[config.mk]
export PLATFORM = sky130hd
export DESIGN_NAME = mcf_shared_fifo
export DESIGN_NICKNAME = d
export VERILOG_FILES = /design/src/rtl/mcf_pkg.sv /design/src/rtl/mcf_seg_ram.sv /design/src/rtl/mcf_chan_ptrs.sv /design/src/rtl/mcf_status_regs.sv /design/src/rtl/mcf_shared_fifo.sv
export SDC_FILE = /design/constraint.sdc
export NUM_CORES = 1
export LEC_CHECK = 0
export ABC_AREA = 1
export CORE_MARGIN = 2
export CORE_UTILIZATION = 61
export CTS_CLUSTER_SIZE = 28
export DETAILED_ROUTE_END_ITERATION = 16
export PLACE_DENSITY_LB_ADDON = 0.12
export SYNTH_ARGS = -nofsm -noshare
export SYNTH_HDL_FRONTEND = slang
export SYNTH_SLANG_ARGS = --single-unit
[constraint.sdc]
create_clock -name clk -period 3.1 [get_ports clk]
set_clock_uncertainty 0.2 [all_clocks]
set_input_delay 0.62 -clock clk [delete_from_list [all_inputs] [get_ports clk]]
set_output_delay 0.62 -clock clk [all_outputs]
set_load 0.1 [all_outputs]
[src/rtl/mcf_pkg.sv]
package mcf_pkg;
    localparam logic [2:0] CSR_CHSEL = 3'd0;
    localparam logic [2:0] CSR_FILL  = 3'd1;
    localparam logic [2:0] CSR_FLAGS = 3'd2;
    localparam logic [2:0] CSR_AF1   = 3'd3;
    localparam logic [2:0] CSR_AF2   = 3'd4;
    localparam logic [2:0] CSR_AE1   = 3'd5;
    localparam logic [2:0] CSR_AE2   = 3'd6;
    localparam logic [2:0] CSR_SECT  = 3'd7;

    localparam int FLG_AF1 = 0;
    localparam int FLG_AF2 = 1;
    localparam int FLG_AE1 = 2;
    localparam int FLG_AE2 = 3;
endpackage

[src/rtl/mcf_seg_ram.sv]
module mcf_seg_ram #(
    parameter int AW = 4,
    parameter int W  = 12
) (
    input  logic          clk,
    input  logic          we,
    input  logic [AW-1:0] waddr,
    input  logic [W-1:0]  wdata,
    input  logic          re,
    input  logic [AW-1:0] raddr,
    output logic [W-1:0]  rdata
);
    localparam int WORDS = 1 << AW;

    logic [W-1:0] mem [WORDS];
    logic [W-1:0] rdata_q;

    // storage array: no reset, one write and one registered read port
    always_ff @(posedge clk) begin
        if (we) begin
            mem[waddr] <= wdata;
        end
        if (re) begin
            rdata_q <= mem[raddr];
        end
    end

    assign rdata = rdata_q;
endmodule

[src/rtl/mcf_chan_ptrs.sv]
module mcf_chan_ptrs #(
    parameter int ADDR_W   = 3,
    parameter bit PKT_EFF  = 1'b1,
    parameter bit DROP_EFF = 1'b1
) (
    input  logic              clk,
    input  logic              rst_n,
    input  logic              wr_en,
    input  logic              wr_eop,
    input  logic              err_nz,
    input  logic              rd_en,
    output logic [ADDR_W:0]   occ,
    output logic [ADDR_W:0]   vis,
    output logic [ADDR_W-1:0] wr_ptr,
    output logic [ADDR_W-1:0] rd_ptr
);
    localparam int PW    = ADDR_W + 1;
    localparam int DEPTH = 1 << ADDR_W;

    typedef struct packed {
        logic [PW-1:0] spec;
        logic [PW-1:0] cmt;
        logic [PW-1:0] rd;
        logic          drop;
    } ptr_st_t;

    ptr_st_t st_d, st_q;

    always_comb begin
        st_d = st_q;
        if (wr_en) begin
            st_d.spec = st_q.spec + 1'b1;
            if (DROP_EFF && err_nz) begin
                st_d.drop = 1'b1;
            end
            if (!PKT_EFF) begin
                st_d.cmt = st_q.spec + 1'b1;
            end else if (wr_eop) begin
                if (DROP_EFF && (st_q.drop || err_nz)) begin
                    st_d.spec = st_q.cmt;
                    st_d.drop = 1'b0;
                end else begin
                    st_d.cmt = st_q.spec + 1'b1;
                end
            end
        end
        if (rd_en) begin
            st_d.rd = st_q.rd + 1'b1;
        end
    end

    always_ff @(posedge clk) begin
        if (!rst_n) begin
            st_q <= '0;
        end else begin
            st_q <= st_d;
        end
    end

    assign occ    = st_q.spec - st_q.rd;
    assign vis    = st_q.cmt - st_q.rd;
    assign wr_ptr = st_q.spec[ADDR_W-1:0];
    assign rd_ptr = st_q.rd[ADDR_W-1:0];

    // the segment never holds more than its depth
    p_no_overflow_r1: assert property (@(posedge clk) disable iff (!rst_n)
        32'(occ) <= DEPTH);

    // committed words are never ahead of the written ones
    p_vis_le_occ_r3: assert property (@(posedge clk) disable iff (!rst_n)
        vis <= occ);

    // in packet mode the commit pointer moves only on an end beat
    p_commit_eop_r3: assert property (@(posedge clk) disable iff (!rst_n)
        (PKT_EFF && !(wr_en && wr_eop)) |=> $stable(st_q.cmt));

    // a dropped packet rewinds the write pointer to the commit point
    p_drop_restore_r4: assert property (@(posedge clk) disable iff (!rst_n)
        (DROP_EFF && wr_en && wr_eop && (st_q.drop || err_nz))
            |=> (st_q.spec == $past(st_q.cmt)));
endmodule

[src/rtl/mcf_status_regs.sv]
module mcf_status_regs
    import mcf_pkg::*;
#(
    parameter int CH_W   = 1,
    parameter int PW     = 4,
    parameter int CSR_W  = 4,
    parameter int NUM_AF = 2,
    parameter int NUM_AE = 2
) (
    input  logic             clk,
    input  logic             rst_n,
    input  logic [2:0]       addr,
    input  logic             wr,
    input  logic [CSR_W-1:0] wdata,
    input  logic [PW-1:0]    fill,
    output logic [CH_W-1:0]  chsel,
    output logic [PW-1:0]    sect,
    output logic [CSR_W-1:0] rdata
);
    typedef struct packed {
        logic [CH_W-1:0]  chsel;
        logic [PW-1:0]    af1;
        logic [PW-1:0]    af2;
        logic [PW-1:0]    ae1;
        logic [PW-1:0]    ae2;
        logic [PW-1:0]    sect;
        logic [CSR_W-1:0] rdata;
    } csr_st_t;

    csr_st_t     st_d, st_q;
    logic [3:0]  flags;
    logic [PW-1:0] w_pw;

    assign w_pw = wdata[PW-1:0];

    always_comb begin
        flags          = '0;
        flags[FLG_AF1] = (NUM_AF >= 1) && (fill >= st_q.af1);
        flags[FLG_AF2] = (NUM_AF >= 2) && (fill >= st_q.af2);
        flags[FLG_AE1] = (NUM_AE >= 1) && (fill <= st_q.ae1);
        flags[FLG_AE2] = (NUM_AE >= 2) && (fill <= st_q.ae2);
    end

    always_comb begin
        st_d = st_q;
        unique case (addr)
            CSR_CHSEL: st_d.rdata = CSR_W'(st_q.chsel);
            CSR_FILL:  st_d.rdata = CSR_W'(fill);
            CSR_FLAGS: st_d.rdata = CSR_W'(flags);
            CSR_AF1:   st_d.rdata = CSR_W'(st_q.af1);
            CSR_AF2:   st_d.rdata = CSR_W'(st_q.af2);
            CSR_AE1:   st_d.rdata = CSR_W'(st_q.ae1);
            CSR_AE2:   st_d.rdata = CSR_W'(st_q.ae2);
            default:   st_d.rdata = CSR_W'(st_q.sect);
        endcase
        if (wr) begin
            unique case (addr)
                CSR_CHSEL: st_d.chsel = wdata[CH_W-1:0];
                CSR_AF1:   if (NUM_AF >= 1) st_d.af1 = w_pw;
                CSR_AF2:   if (NUM_AF >= 2) st_d.af2 = w_pw;
                CSR_AE1:   if (NUM_AE >= 1) st_d.ae1 = w_pw;
                CSR_AE2:   if (NUM_AE >= 2) st_d.ae2 = w_pw;
                CSR_SECT:  st_d.sect = w_pw;
                default:   ;
            endcase
        end
    end

    always_ff @(posedge clk) begin
        if (!rst_n) begin
            st_q <= '0;
        end else begin
            st_q <= st_d;
        end
    end

    assign chsel = st_q.chsel;
    assign sect  = st_q.sect;
    assign rdata = st_q.rdata;

    // a threshold that is not enabled keeps its reset value
    p_af2_off_r8: assert property (@(posedge clk) disable iff (!rst_n)
        (NUM_AF < 2) |-> (st_q.af2 == '0));
endmodule

[src/rtl/mcf_shared_fifo.sv]
module mcf_shared_fifo
    import mcf_pkg::*;
#(
    parameter int NUM_CH   = 2,
    parameter int ADDR_W   = 3,
    parameter int DATA_W   = 8,
    parameter int ERR_W    = 2,
    parameter bit USE_PKT  = 1'b1,
    parameter bit PKT_BUF  = 1'b1,
    parameter bit DROP_ERR = 1'b1,
    parameter int NUM_AF   = 2,
    parameter int NUM_AE   = 2,
    parameter bit USE_REQ  = 1'b1,
    localparam int CH_W    = (NUM_CH > 1) ? $clog2(NUM_CH) : 1,
    localparam int ERR_SZ  = (ERR_W > 0) ? ERR_W : 1,
    localparam int PW      = ADDR_W + 1,
    localparam int CSR_W   = (PW > 4) ? ((PW > CH_W) ? PW : CH_W) : ((CH_W > 4) ? CH_W : 4)
) (
    input  logic              clk,
    input  logic              rst_n,
    input  logic              in_valid,
    output logic              in_ready,
    input  logic [DATA_W-1:0] in_data,
    input  logic [CH_W-1:0]   in_ch,
    input  logic              in_sop,
    input  logic              in_eop,
    input  logic [ERR_SZ-1:0] in_err,
    output logic              out_valid,
    input  logic              out_ready,
    output logic [DATA_W-1:0] out_data,
    output logic [CH_W-1:0]   out_ch,
    output logic              out_sop,
    output logic              out_eop,
    output logic [ERR_SZ-1:0] out_err,
    input  logic [CH_W-1:0]   req_ch,
    input  logic [2:0]        csr_addr,
    input  logic              csr_wr,
    input  logic [CSR_W-1:0]  csr_wdata,
    output logic [CSR_W-1:0]  csr_rdata
);
    localparam bit PKT_EFF  = USE_PKT && PKT_BUF;
    localparam bit DROP_EFF = PKT_EFF && DROP_ERR;
    localparam int WORD_W   = DATA_W + 2 + ERR_SZ;
    localparam int RAM_AW   = CH_W + ADDR_W;

    typedef struct packed {
        logic            out_valid;
        logic [CH_W-1:0] out_ch;
    } out_st_t;

    out_st_t st_d, st_q;

    logic [PW-1:0]     occ_v  [NUM_CH];
    logic [PW-1:0]     vis_v  [NUM_CH];
    logic [ADDR_W-1:0] wptr_v [NUM_CH];
    logic [ADDR_W-1:0] rptr_v [NUM_CH];
    logic [NUM_CH-1:0] wr_sel, rd_sel, avail_v;

    logic              wr_fire, rd_go, err_nz, in_ok, srv_ok, sel_ok;
    logic [CH_W-1:0]   serve, chsel;
    logic [PW-1:0]     sect, fill_sel;
    logic [WORD_W-1:0] wword, rword;
    logic              sop_s, eop_s;

    assign err_nz  = (ERR_W > 0) && (|in_err);
    assign in_ok   = 32'(in_ch) < NUM_CH;
    assign in_ready = in_ok && !occ_v[in_ch][ADDR_W];
    assign wr_fire = in_valid && in_ready;

    assign serve  = USE_REQ ? req_ch : '0;
    assign srv_ok = 32'(serve) < NUM_CH;
    assign rd_go  = srv_ok && avail_v[serve] && (!st_q.out_valid || out_ready);

    genvar c;
    generate
        for (c = 0; c < NUM_CH; c++) begin : g_ch
            assign wr_sel[c]  = wr_fire && (32'(in_ch) == c);
            assign rd_sel[c]  = rd_go && (32'(serve) == c);
            assign avail_v[c] = (vis_v[c] != '0) && (USE_PKT || (vis_v[c] >= sect));

            mcf_chan_ptrs #(
                .ADDR_W  (ADDR_W),
                .PKT_EFF (PKT_EFF),
                .DROP_EFF(DROP_EFF)
            ) u_ptrs (
                .clk    (clk),
                .rst_n  (rst_n),
                .wr_en  (wr_sel[c]),
                .wr_eop (in_eop),
                .err_nz (err_nz),
                .rd_en  (rd_sel[c]),
                .occ    (occ_v[c]),
                .vis    (vis_v[c]),
                .wr_ptr (wptr_v[c]),
                .rd_ptr (rptr_v[c])
            );
        end
    endgenerate

    assign sop_s = USE_PKT ? in_sop : 1'b0;
    assign eop_s = USE_PKT ? in_eop : 1'b0;
    assign wword = {in_err, sop_s, eop_s, in_data};

    mcf_seg_ram #(
        .AW(RAM_AW),
        .W (WORD_W)
    ) u_ram (
        .clk   (clk),
        .we    (wr_fire),
        .waddr ({in_ch, wptr_v[in_ch]}),
        .wdata (wword),
        .re    (rd_go),
        .raddr ({serve, rptr_v[serve]}),
        .rdata (rword)
    );

    assign sel_ok   = 32'(chsel) < NUM_CH;
    assign fill_sel = sel_ok ? occ_v[chsel] : '0;

    mcf_status_regs #(
        .CH_W  (CH_W),
        .PW    (PW),
        .CSR_W (CSR_W),
        .NUM_AF(NUM_AF),
        .NUM_AE(NUM_AE)
    ) u_regs (
        .clk   (clk),
        .rst_n (rst_n),
        .addr  (csr_addr),
        .wr    (csr_wr),
        .wdata (csr_wdata),
        .fill  (fill_sel),
        .chsel (chsel),
        .sect  (sect),
        .rdata (csr_rdata)
    );

    always_comb begin
        st_d = st_q;
        if (rd_go) begin
            st_d.out_valid = 1'b1;
            st_d.out_ch    = serve;
        end else if (out_ready) begin
            st_d.out_valid = 1'b0;
        end
    end

    always_ff @(posedge clk) begin
        if (!rst_n) begin
            st_q <= '0;
        end else begin
            st_q <= st_d;
        end
    end

    assign out_valid = st_q.out_valid;
    assign out_ch    = st_q.out_ch;
    assign {out_err, out_sop, out_eop, out_data} = rword;

    // a stalled output word stays put
    p_out_hold_r6: assert property (@(posedge clk) disable iff (!rst_n)
        (out_valid && !out_ready) |=> (out_valid && $stable(out_data) &&
            $stable(out_ch) && $stable(out_err) && $stable(out_sop) && $stable(out_eop)));
endmodule

After elaboration in Yosys (flattened, before gate mapping)
Memory sizes are Yosys's and may differ from the RTL's. A register that Yosys moved wholly into a read port is not among the register bits.
Index checks and enable logic that the tools add are counted.
- memories kept: 1
- register bits: 53
- ROM bits: 0
- logic and storage cells: 99
- latch bits: 0
- bits of input ports: 26
- bits in writable memories: 192
- memory list (memory ; words ; width ; read ports ; clocked after Yosys merged registers in ; write ports ; RTL line ; RTL):
    u_ram.mem ; 16 ; 12 ; 1 ; 1 ; 1 ; mcf_seg_ram.sv:15 ; logic [W-1:0] mem [WORDS];
- multiply operators: 0
- equality and inequality tests: 7
- shifts and indexed selects: 0
- reductions and logical operators: 24
- div/mod/pow operators: 0
- $add $sub $neg: 8
- mux-type cells: 29
- magnitude comparators: 8
- bitwise logic cells: 5
- operator list (kind ; count):
    4-bit two-way mux ; 8
    4-bit case mux with 7 select lines ; 1
    3-bit two-way mux ; 6
    4-bit by 1-bit adder with 4-bit output, second input constant ; 4
    8-bit two-way mux ; 2
    2-bit AND reduction ; 8
    4-bit subtractor ; 4
    3-bit == test, second input constant ; 4
    1-bit two-way mux ; 12
    4-bit >= comparator ; 2
    4-bit less-or-equal comparator ; 2
    4-bit nonzero test ; 2
    3-bit by 2-bit == test with 1-bit output, second input constant ; 2
    2-bit >= comparator, second input constant ; 3
    1-bit logical AND ; 6
    1-bit inverter with 2-bit output ; 3
    3-bit by 1-bit == test with 1-bit output, second input constant ; 1
    3-bit zero test ; 1
    1-bit logical OR ; 3
    1-bit zero test ; 2
    1-bit by 2-bit less-than comparator with 1-bit output, second input constant ; 1
    1-bit inverter ; 2
    2-bit nonzero test ; 1
    2-bit OR reduction ; 1

Longest topological paths before layout
- depth in word-level cells: 8
- depth in mapped cells: 17
- gate-level depth less buffers: 17

Hierarchy
A second synthesis with hierarchy kept.
- cells, all modules: 1332
- area total of the unflattened synthesis: 12315.6 µm²
- by module, submodules not included (module ; times used ; seq. area each (µm²) ; area an instance (µm²) ; cells each):
    mcf_seg_ram ; 1 ; 6125.9 ; 8682.1 ; 813
    mcf_chan_ptrs ; 2 ; 260.2 ; 865.8 ; 112
    mcf_status_regs ; 1 ; 500.5 ; 1602.8 ; 238
    mcf_shared_fifo ; 1 ; 40.0 ; 299.0 ; 57

Worst setup path before layout
No wires, ideal clock.
- path type: reg-to-output
- start: reg g_ch[0].u_ptrs.st_q, in the netlist g_ch[0].u_ptrs.rd_ptr[2]
- end: out in_ready
- setup slack: 0.294 ns
- stages on the path, launching flop included: 8
- required time: 2.280 ns
- arrival: 1.986 ns
- cells stage by stage: dfxtp_1 > inv_1 > ha_1 > a21oi_1 > nand2_1 > xnor2_1 > nand2_2 > nand2_1
- cells in the longest elaborated chain, start to end: 5
- ends and longest elaborated chain (item ; RTL line ; RTL):
    start, declared ; mcf_chan_ptrs.sv:27 ; ptr_st_t st_d, st_q;
    start signal, assigned ; mcf_chan_ptrs.sv:56 ; st_q <= st_d;
    4-bit subtractor ; mcf_chan_ptrs.sv:60 ; assign occ = st_q.spec - st_q.rd;
    4-bit two-way mux (implied by the code) (3 in a row) ; mcf_shared_fifo.sv:67 ; assign in_ready = in_ok && !occ_v[in_ch][ADDR_W];
    1-bit zero test ; mcf_shared_fifo.sv:67 ;
    end, declared ; mcf_shared_fifo.sv:22 ; output logic in_ready,
Every way passes these cells. The select of a mux whose other input is x is not followed.

Worst setup path in the final report
Ends and elaborated chain as after synthesis.

==> results.tsv <==
metric	value	unit
status	completed	
worst reg2reg startpoint	g_ch[0].u_ptrs.rd_ptr[2]	
DR DRC count	0	
Clock Sink Count	257	
dpl ws	0.06523	ns
I/O pins	45	
worst hold path class	reg2reg	
Final Total Pwr	9.590	mW
drt first pass iters	8	
share of the synthesized area in the top cell type	0.5258	
global routing's busiest layer	met2	
Worst Hold Launch	g_ch[0].u_ptrs.st_q[0]	
Critical-path top delay cell	dfxtp_1	
largest net degree at the start of global routing	47	
Detailed Place HPWL	17.68	mm
crit path time final	2.994	ns
Total GRT Usage	0.2648	
Reg2Reg Depth	13	
port buffer count	44	
CP arrival	2.17	ns
Area Overhead vs Synth	15.98	%
1st-iter DRT viols	679	
Die Y	142.2	um
initial antenna violation count	1	
Die Wd	142.2	um
slowest stage delay, CP	0.33	ns
Final Cycle Share	0.9658	
final antenna-violating net count	0	
vias in the first global route	7953	
Static Leakage	5.205	nW
H-tree Lvls	1	
Worst Path Required	2.28	ns
register area	0.007188	mm^2
M3 GR Usage	0.03129	
crit path capture type	output port	
# fillers	1373	
layout cell share with drive strength beyond 1	0.1084	
Max VDD drop	425.3	uV
fin. max-slew vios	0	
Max Fanout on Critical Path	4	
grt total ovfl	0	
Final Setup Violations	0	
cts bufs inserted	26	
CTS tree	done	
Initial Utilization	0.6229	
Core Region	0.01871	mm^2
Avg Vias per Cell	5.670	
Commonest cells post-synth	edfxtp_1 (204), nand2_1 (182), inv_1 (165), a21oi_1 (103), nand3_1 (103)	
Longest Clk Path Bufs	3	
hold-fix buffers at CTS	0	
P per Cell Area	709.7	mW/mm^2
Clock Pin Slew Worst Setup and Hold Paths	0.06	ns
clk_lat worst skew	0.52	ns
Critical Path Start Type	flip-flop	
die area	0.02022	mm^2
final WL	26.49	mm
Most used DFF post-synth	edfxtp_1	
sequential element share of the synthesized area	0.6168	
Placement Rows	50	
Synth area leader	edfxtp_1	
Min-Delay Path Depth	2	
kind of critical path	reg2out	
# nets final	1285	
cell count after synthesis	1147	
most common cell in the netlist	edfxtp_1	
FF+latch count, synth	257	
MaxCap Viol Count	0	
Synth Cell Area	0.01165	mm^2
GP Congestion	0.9085	
drt wl/cell	17.90	um
first-pass GRT wire length	41.24	mm
vias post-DR	8391	
post-route setup TNS	0	ns
Hold Fails Final Rpt	0	
syn avg cell area	10.16	um^2
Yosys warning count	0	
Netlist cell types	38	
top cells by area, synth	edfxtp_1 (53%), dfxtp_1 (9.1%), nand2_1 (5.9%)	
RSZ-0062 raised after global routing	false	
Peak Freq	0.3340	GHz
EDFF count, synth	204	
Post-synth ARST share	0	
area of the multi-input gates	0.003626	mm^2
clk root buf	clkbuf_16	
M2 GR Usage	0.4556	
worst-path cell chain	inv_1, ha_4, a21oi_1, nand2_1, xnor2_2, buf_4, nand2_2, nand2_2, buf_12	
final setup margin	0.1059	ns
Critical Path Most Common Cell	nand2_2	
Mapped Nets	1207	
met1 usage	0.3618	
Crit. Startpoint	g_ch[0].u_ptrs.rd_ptr[2]	
Least-Margin Pin Slew	0.7104	ns
Max-slew headroom	0.5246	
==> what timing repair did <==
item | CTS | global route
endpoints found under the setup margin | 1 | 3
hold endpoints to repair | 0 | 0
buffers inserted | 2 | 1
pin swaps | 2 | 2
gates resized for setup | 2 | 3
==> per-layer routing <==
metal  vias to the layer above  routed length, um  share of wire
met4                         0                463          0.017
li1                       4130                  -              -
met3                        37               1683          0.064
met2                       278              12970           0.49
met5                         -                  0              0
met1                      3946              11370           0.43
==> final timing paths <==
check,slack [ns],end
hold / removal,0.25,g_ch[0].u_ptrs.st_q[0]
setup reg to reg,0.21,u_ram.mem[2][7]
hold reg to reg,0.25,g_ch[0].u_ptrs.st_q[0]
setup / recovery,0.11,in_ready
==> critical path, delay by kind of cell, from the launching register on <==
kind                     cells  cell delay, ns
AO/OA/AOI/OAI                1            0.13
XOR/XNOR                     1            0.18
adder cells (fa/ha/maj)      1            0.24
buffers and inverters        3            0.51
flip-flops                   1            0.33
AND/OR/NAND/NOR              3            0.26
==> through the flow <==
step	hold WS, ns	std cells	area (um^2)	util
floorplan	0.2290	1147	11650	-
global placement	0.2385	1428	12630	0.6754
detailed placement	0.2443	1428	12630	0.6754
CTS	0.2531	1478	13480	0.7207
global route	0.2794	1480	13510	0.7224
finish	0.2536	1480	13510	0.7224
==> placed cells by master, fill, tap and decap left out, types with 8 or more instances in the layout <==
cell,n
clkinv_1,8
buf_4,70
o21ai_0,92
nand2_1,181
nand3_1,103
clkdlybuf4s50_1,25
ha_1,31
edfxtp_1,204
buf_12,8
o211ai_1,51
dfxtp_1,52
a21oi_1,103
nand4_1,11
inv_1,165
nor2_1,44
clkbuf_16,27
xor2_1,11
==> sequential cells by signal (all words and copies together), names as in the netlist <==
signal / count
g_ch.u_ptrs.wr_ptr: 6
g_ch.u_ptrs.rd_ptr: 6
g_ch.u_ptrs.st_q: 14
out_ch: 1
u_ram.mem: 192
u_regs.st_q: 16
out_valid: 1
u_regs.chsel: 1
u_regs.sect: 4
u_ram.rdata: 12
u_regs.rdata: 4
==> report_power, final <==
group	internal (mW)	switching, mW	leakage [nW]	total (mW)
clock	1.75	1.26	0.400	3.01
combinational	0.769	1.82	2.52	2.59
sequential	3.91	0.0743	2.28	3.99
==> logic make-up after synthesis <==
kind of cell,synth area share
buffers and inverters,0.07614
AND/OR/NAND/NOR,0.1327
XOR/XNOR,0.01128
adder cells (fa/ha/maj),0.03780
AO/OA/AOI/OAI,0.1252
flip-flops,0.6168
==> area by class of cell <==
type,instances,area share
well taps,234,0.02167
multi-input cells,666,0.2683
diodes,1,0.0001852
clock inverters,16,0.009537
flip-flops and latches,257,0.5319
clock buffers,32,0.05139
inverters,171,0.04769
repair buffers,103,0.06926
(Power assumes the default switching activity.)
